File: src/rtl/mbrx_pkg.sv
// Package for the mailbox receive queue.
// Holds the register byte offsets and the status field positions. Software
// decodes these positions, so they are fixed.
package mbrx_pkg;
    localparam logic [7:0] OFS_CHAN  = 8'h00;
    localparam logic [7:0] OFS_LO    = 8'h04;
    localparam logic [7:0] OFS_HI    = 8'h08;
    localparam logic [7:0] OFS_POP   = 8'h0C;
    localparam logic [7:0] OFS_CLR   = 8'h10;
    localparam logic [7:0] OFS_STAT  = 8'h14;
    localparam logic [7:0] OFS_ISTAT = 8'h18;
    localparam logic [7:0] OFS_IMASK = 8'h1C;
    localparam logic [7:0] OFS_DEPTH = 8'h24;

    localparam int MASK_W       = 5;
    localparam int STAT_FULL    = 2;
    localparam int STAT_WR_LSB  = 16;
    localparam int STAT_RD_LSB  = 24;
endpackage

File: src/rtl/mbrx_ptrs.sv
// Write and read positions plus the full flag of the circular queue.
// Assumes DEPTH is 2..256. Any depth works because wrap compares against
// DEPTH-1 rather than relying on a power of two. A clear request beats
// both push and pop. A push counts only if the queue is not full before
// the cycle, so a pop in the same cycle cannot make room for it.
module mbrx_ptrs #(
    parameter int DEPTH = 8,
    parameter int PTR_W = $clog2(DEPTH)
) (
    input  logic             clk,
    input  logic             rst_n,
    input  logic             push_req,
    input  logic             pop_req,
    input  logic             clr_req,
    output logic             push_ok,
    output logic [PTR_W-1:0] wr_ptr,
    output logic [PTR_W-1:0] rd_ptr,
    output logic             full
);
    localparam logic [PTR_W-1:0] LAST = PTR_W'(DEPTH - 1);

    logic             empty;
    logic             pop_ok;
    logic [PTR_W-1:0] wr_nxt;
    logic [PTR_W-1:0] rd_nxt;

    // Qualify requests and compute the wrapped next positions.
    always_comb begin
        empty   = (wr_ptr == rd_ptr) && !full;
        push_ok = push_req && !full && !clr_req;
        pop_ok  = pop_req && !empty && !clr_req;
        wr_nxt  = (wr_ptr == LAST) ? '0 : wr_ptr + 1'b1;
        rd_nxt  = (rd_ptr == LAST) ? '0 : rd_ptr + 1'b1;
    end

    // Update the positions and the full flag.
    always_ff @(posedge clk) begin
        if (!rst_n || clr_req) begin
            wr_ptr <= '0;
            rd_ptr <= '0;
            full   <= 1'b0;
        end else begin
            if (push_ok) wr_ptr <= wr_nxt;
            if (pop_ok)  rd_ptr <= rd_nxt;
            if (push_ok && !pop_ok && (wr_nxt == rd_ptr))
                full <= 1'b1;
            else if (pop_ok && !push_ok)
                full <= 1'b0;
        end
    end
endmodule

File: src/rtl/mbrx_store.sv
// Entry storage. It writes one entry at the write position and reads the
// entry at the read position combinationally. The entries are not reset:
// their content means nothing until a push has written them.
module mbrx_store #(
    parameter int DEPTH  = 8,
    parameter int PTR_W  = $clog2(DEPTH),
    parameter int DATA_W = 64,
    parameter int CHAN_W = 3
) (
    input  logic              clk,
    input  logic              wr_en,
    input  logic [PTR_W-1:0]  wr_idx,
    input  logic [DATA_W-1:0] wr_data,
    input  logic [CHAN_W-1:0] wr_chan,
    input  logic [PTR_W-1:0]  rd_idx,
    output logic [DATA_W-1:0] rd_data,
    output logic [CHAN_W-1:0] rd_chan
);
    localparam int ENT_W = DATA_W + CHAN_W;

    logic [ENT_W-1:0] mem [DEPTH];

    // Capture an accepted message.
    always_ff @(posedge clk) begin
        if (wr_en) mem[wr_idx] <= {wr_chan, wr_data};
    end

    // Present the head entry.
    always_comb begin
        {rd_chan, rd_data} = mem[rd_idx];
    end
endmodule

File: src/rtl/mbrx_regs.sv
// Register decode, pending flag, mask and read mux.
// Assumes single-cycle writes on reg_we and combinational reads from
// reg_addr. Pop and clear are decoded here and acted on in mbrx_ptrs.
module mbrx_regs
    import mbrx_pkg::*;
#(
    parameter int DEPTH  = 8,
    parameter int PTR_W  = $clog2(DEPTH),
    parameter int CHAN_W = 3
) (
    input  logic              clk,
    input  logic              rst_n,
    input  logic              reg_we,
    input  logic [7:0]        reg_addr,
    input  logic [31:0]       reg_wdata,
    input  logic              push_ok,
    input  logic [PTR_W-1:0]  wr_ptr,
    input  logic [PTR_W-1:0]  rd_ptr,
    input  logic              full,
    input  logic [63:0]       head_data,
    input  logic [CHAN_W-1:0] head_chan,
    output logic              pop_req,
    output logic              clr_req,
    output logic              pending,
    output logic [MASK_W-1:0] imask,
    output logic [31:0]       reg_rdata,
    output logic              irq
);
    logic ack_req;

    // Decode the write-side commands.
    always_comb begin
        pop_req = reg_we && (reg_addr == OFS_POP)   && reg_wdata[0];
        clr_req = reg_we && (reg_addr == OFS_CLR)   && (reg_wdata == '0);
        ack_req = reg_we && (reg_addr == OFS_ISTAT) && reg_wdata[0];
    end

    // Sticky pending flag. Clear beats push, and push beats acknowledge.
    always_ff @(posedge clk) begin
        if (!rst_n || clr_req) pending <= 1'b0;
        else if (push_ok)      pending <= 1'b1;
        else if (ack_req)      pending <= 1'b0;
    end

    // Mask register; every source is masked after reset.
    always_ff @(posedge clk) begin
        if (!rst_n)
            imask <= '1;
        else if (reg_we && (reg_addr == OFS_IMASK))
            imask <= reg_wdata[MASK_W-1:0];
    end

    // Interrupt line.
    always_comb irq = pending && !imask[0];

    // Read mux.
    always_comb begin
        reg_rdata = '0;
        case (reg_addr)
            OFS_CHAN:  reg_rdata = 32'(head_chan);
            OFS_LO:    reg_rdata = head_data[31:0];
            OFS_HI:    reg_rdata = head_data[63:32];
            OFS_STAT: begin
                reg_rdata[STAT_RD_LSB +: 8] = 8'(rd_ptr);
                reg_rdata[STAT_WR_LSB +: 8] = 8'(wr_ptr);
                reg_rdata[STAT_FULL]        = full;
            end
            OFS_ISTAT: reg_rdata[0] = pending;
            OFS_IMASK: reg_rdata[MASK_W-1:0] = imask;
            OFS_DEPTH: reg_rdata = 32'(DEPTH - 1);
            default:   reg_rdata = '0;
        endcase
    end
endmodule

File: src/rtl/mbox_rx_fifo.sv
// Top of the mailbox receive queue. It joins the position logic, the entry
// storage and the register block. Senders must already be merged into the
// one push port. A push while full is dropped without any signal.
module mbox_rx_fifo
    import mbrx_pkg::*;
#(
    parameter int DEPTH  = 8,
    parameter int CHAN_W = 3
) (
    input  logic              clk,
    input  logic              rst_n,
    input  logic              push_valid,
    input  logic [63:0]       push_data,
    input  logic [CHAN_W-1:0] push_chan,
    input  logic              reg_we,
    input  logic [7:0]        reg_addr,
    input  logic [31:0]       reg_wdata,
    output logic [31:0]       reg_rdata,
    output logic              irq
);
    localparam int PTR_W = (DEPTH > 1) ? $clog2(DEPTH) : 1;

    logic              push_ok;
    logic              pop_req;
    logic              clr_req;
    logic              full;
    logic              pending;
    logic [PTR_W-1:0]  wr_ptr;
    logic [PTR_W-1:0]  rd_ptr;
    logic [63:0]       head_data;
    logic [CHAN_W-1:0] head_chan;
    logic [MASK_W-1:0] imask;

    mbrx_ptrs #(.DEPTH(DEPTH), .PTR_W(PTR_W)) u_ptrs (
        .clk      (clk),
        .rst_n    (rst_n),
        .push_req (push_valid),
        .pop_req  (pop_req),
        .clr_req  (clr_req),
        .push_ok  (push_ok),
        .wr_ptr   (wr_ptr),
        .rd_ptr   (rd_ptr),
        .full     (full)
    );

    mbrx_store #(.DEPTH(DEPTH), .PTR_W(PTR_W), .DATA_W(64), .CHAN_W(CHAN_W)) u_store (
        .clk     (clk),
        .wr_en   (push_ok),
        .wr_idx  (wr_ptr),
        .wr_data (push_data),
        .wr_chan (push_chan),
        .rd_idx  (rd_ptr),
        .rd_data (head_data),
        .rd_chan (head_chan)
    );

    mbrx_regs #(.DEPTH(DEPTH), .PTR_W(PTR_W), .CHAN_W(CHAN_W)) u_regs (
        .clk       (clk),
        .rst_n     (rst_n),
        .reg_we    (reg_we),
        .reg_addr  (reg_addr),
        .reg_wdata (reg_wdata),
        .push_ok   (push_ok),
        .wr_ptr    (wr_ptr),
        .rd_ptr    (rd_ptr),
        .full      (full),
        .head_data (head_data),
        .head_chan (head_chan),
        .pop_req   (pop_req),
        .clr_req   (clr_req),
        .pending   (pending),
        .imask     (imask),
        .reg_rdata (reg_rdata),
        .irq       (irq)
    );
endmodule

File: config.mk
export PLATFORM = sky130hd
export DESIGN_NAME = mbox_rx_fifo
export DESIGN_NICKNAME = d
export VERILOG_FILES = /design/src/rtl/mbrx_pkg.sv /design/src/rtl/mbrx_ptrs.sv /design/src/rtl/mbrx_store.sv /design/src/rtl/mbrx_regs.sv /design/src/rtl/mbox_rx_fifo.sv
export SDC_FILE = /design/constraint.sdc
export NUM_CORES = 1
export LEC_CHECK = 0
export ABC_AREA = 1
export CORE_MARGIN = 8
export CORE_UTILIZATION = 40
export CTS_BUF_LIST = sky130_fd_sc_hd__clkbuf_8 sky130_fd_sc_hd__clkbuf_16
export DETAILED_ROUTE_END_ITERATION = 6
export GPL_TIMING_DRIVEN = 0
export PLACE_DENSITY = 0.56
export SYNTH_ARGS = -nofsm -noshare
export SYNTH_HDL_FRONTEND = slang
export SYNTH_SLANG_ARGS = --single-unit
File: constraint.sdc
create_clock -name clk -period 9.4 [get_ports clk]
set_clock_uncertainty 0.2 [all_clocks]
set_input_delay 1.88 -clock clk [delete_from_list [all_inputs] [get_ports clk]]
set_output_delay 1.88 -clock clk [all_outputs]
set_load 0.01 [all_outputs]
==> results of run 1 <==
==> per-layer routing <==
layer | global-route usage | vias to the layer above | wire length [um]
met4 | 0.0650 | 0 | 1820
met5 | 0 | - | 0
met1 | 0.271 | 7504 | 28000
met3 | 0.0387 | 112 | 4530
met2 | 0.345 | 551 | 32300
li1 | - | 6866 | -
==> cells in the final DEF, fill, tap and decap left out, types with 16 or more instances in the layout <==
master / instances
buf_2: 36
buf_6: 64
clkbuf_1: 39
clkbuf_16: 56
clkdlybuf4s50_1: 142
dfxtp_1: 16
edfxtp_1: 536
inv_1: 42
nand2_1: 146
nand3_1: 49
nor2_1: 377
o211ai_1: 41
o21ai_0: 235
o21ai_1: 72
o221ai_1: 44
o22ai_1: 38
==> power breakdown <==
group	internal, mW	leakage, nW	switching, mW
registers	2.79	5.00	0.0176
logic	0.0975	3.28	0.147
clock network	1.17	0.915	0.930
==> synthesized netlist by cell type <==
master | instances | area, sq um
nand2_4 | 1 | 11.3
nor2_4 | 1 | 11.3
or2_2 | 1 | 6.26
a21oi_1 | 8 | 40.0
buf_8 | 2 | 30.0
clkbuf_2 | 1 | 5.00
buf_2 | 36 | 180
nand2_1 | 146 | 548
or2_1 | 1 | 6.26
edfxtp_1 | 536 | 16100
nor2_1 | 377 | 1420
xnor2_1 | 2 | 17.5
nor3_1 | 11 | 55.1
nand4_1 | 1 | 6.26
o21ai_0 | 235 | 1180
nand2_2 | 3 | 18.8
ha_1 | 4 | 50.1
inv_2 | 3 | 11.3
dfxtp_1 | 16 | 320
nor2_2 | 3 | 18.8
o221ai_1 | 44 | 385
inv_4 | 1 | 6.26
nor3_4 | 1 | 16.3
o211ai_1 | 41 | 308
o22ai_1 | 38 | 238
buf_1 | 4 | 15.0
o21ai_1 | 72 | 360
nand3_1 | 49 | 245
clkbuf_1 | 39 | 146
buf_4 | 14 | 105
clkinv_1 | 1 | 3.75
inv_1 | 25 | 93.8
buf_6 | 13 | 146
xor2_1 | 1 | 8.76
==> kinds of logic (layout without fill, tap and decap cells) <==
logic type,Yosys count,count (layout),synth area share
other,0,1,0
and+or+nand+nor,595,595,0.107
buffers and inverters,139,448,0.0336
DFF,552,552,0.743
AOI/OAI and AO/OA,438,438,0.113
adders and majority gates,4,4,0.00226
xor gates and xnor gates,3,3,0.00119
==> area by class of cell <==
cell class                      instances  share of cell area
Sequential cell                       552               0.610
Multi-Input combinational cell       1040               0.185
Timing Repair Buffer                  205              0.0806
Clock buffer                           56              0.0521
Tap cell                              704              0.0327
Buffer                                109              0.0233
Clock inverter                         48              0.0118
Inverter                               30             0.00428
Antenna cell                            1           0.0000930
==> worst paths after layout <==
kind	from	endpoint	slack, ns	cells past startpoint
setup / recovery	reg_addr[1]	reg_rdata[15]	2.72	8
hold reg to reg	u_regs.imask[2]$_SDFFE_PN1P_	u_regs.imask[2]$_SDFFE_PN1P_	0.28	2
setup reg to reg	u_ptrs.full$_SDFFE_PP0P_	u_store.mem[0][3]$_DFFE_PP_	6.54	9
hold / removal	u_regs.imask[2]$_SDFFE_PN1P_	u_regs.imask[2]$_SDFFE_PN1P_	0.28	2
==> worst reg2reg max path: stages (launching register included) <==
cell     delay [ns]
dfxtp_1        0.32
inv_1          0.07
nand2_1        0.10
inv_1          0.18
nand2_4        0.13
nor3_2         0.82
buf_8          0.25
buf_6          0.18
buf_6          0.17
buf_8          0.16
==> stage by stage <==
stage                     setup TNS, ns  setup WS, ns
after floorplan                       0          1.69
after global placement         -1975.56         -4.12
after detailed placement              0          2.68
after CTS                             0          2.66
after global routing                  0          2.60
final                                 0          2.72
==> sequential cells by signal, indices dropped and copies added (netlist names), named ones only <==
register        flops
u_regs.pending      1
u_ptrs.full         1
u_ptrs.rd_ptr       3
u_ptrs.wr_ptr       3
u_store.mem       536
u_regs.imask        5
==> flow_metrics.tcl, run 1 <==
set metrics [dict create \
    status "complete, no violations" \
    pin_count 144 \
    drt_drc_violations_left 0 \
    multiInputGateArea_sq_um 4980 \
    fin_util 0.490 \
    worstPathRequired_ns 7.32 \
    ys_types 34 \
    fp.dieH_um 251 \
    dp_hpwl_um 46200 \
    core_area_sq_um 54900 \
    grtUsageTotal 0.206 \
    clkLatencyLatePin_ns 0.61 \
    fill_cells 4824 \
    final-setup-viol-count 0 \
    drv_slew 0 \
    grt_pass1_wl_um 97200 \
    avgViaCountPerCell 5.48 \
    htreeDepth 2 \
    cts_root_buf "clkbuf_16" \
    worst_slew_pin_slew_ns 1.06 \
    seq_area_frac_synth 0.743 \
    syn_nets 1846 \
    yosys_warnings 0 \
    path_max_fanout 10 \
    dr.first_iter.drc_count 1267 \
    die_x_um 251 \
    power_density_nw_per_um2 191 \
    cts_buffers 56 \
    period_minus_slack_ns 6.68 \
    tritoncts "built" \
    vias 15000 \
    grt_max_degree 16 \
    synthesis.area_sq_um 22100 \
    path_buf_inv 3 \
    synth.avg_cell_area_sq_um 12.8 \
    totalPowerFinal_mw 5.14 \
    critPathSlowestCell "buf_1" \
    place_area_sq_um 25200 \
    cts.sink_count 552 \
    hold_ws_ns 0.283 \
    start_util 0.403 \
    final_area_sq_um 26900 \
    io_buffers 142 \
    syn_inst 1731 \
    hold_viol_final 0 \
    dieArea_sq_um 63000 \
    cts.repair.resized 0 \
    num_rows 86 \
    cp-start-kind "input pin" \
    globalplace.congestion 0.791 \
    cp-end-kind "output pin" \
    vdd_drop_max_uv 150 \
    layout-drive-gt1-share 0.112 \
    clock_path_buffers 3 \
    maxCapViolations 0 \
    crit_family "buffers and inverters" \
    max_freq_mhz 150 \
    post-route-period-util 0.710 \
    leakagePower_nw 9.19 \
    cts_setup_buffers 0 \
    dp.cells 2640 \
    worstPathArrival_ns 4.60 \
    nets 2109 \
    clkTransAtPathRegs_ns 0.06 \
    grt.overflow.total 0 \
    antenna_found_initial 1 \
    rsz0062_at_grt "false" \
    ys_ff_latch 552 \
    path_class "input pin to output pin" \
    path_cells "clkdlybuf4s50_1 > nor2_2 > nand3_1 > nor2_4 > buf_1 > nand3_1 > nand2_1 > clkdlybuf4s50_1" \
    register_area_sq_um 16400 \
    max_stage_delay_ns 0.69 \
    grt_pass1_vias 14900 \
    hp-class "flop to flop" \
    drt-wirelength-per-cell_um 24.3 \
    postRouteAntennaNets 0 \
    dr.pass1.iters 5 \
    relSlewSlack 0.288 \
    cts_hold_buf 0 \
    area_growth_pct 21.8 \
    routed_wl_um 66600 \
    final_cells 2745 \
]
Power figures use the tool's default switching activity.
==> run 2: changes to the inputs <==
clock period = 6.9 ns   (was 9.4 ns; I/O delays follow)
==> results of run 2 <==
Same layout as run 1 (identical final DEF). Status: complete, no violations.
Main changes from that run: setup slack after placement 2.68 ns -> 1.18 ns; setup slack after layout 2.72 ns -> 1.22 ns; register-to-register setup slack 6.54 ns -> 4.04 ns; total power 5.14 mW -> 7.01 mW; worst IR drop on VDD 150 uV -> 204 uV
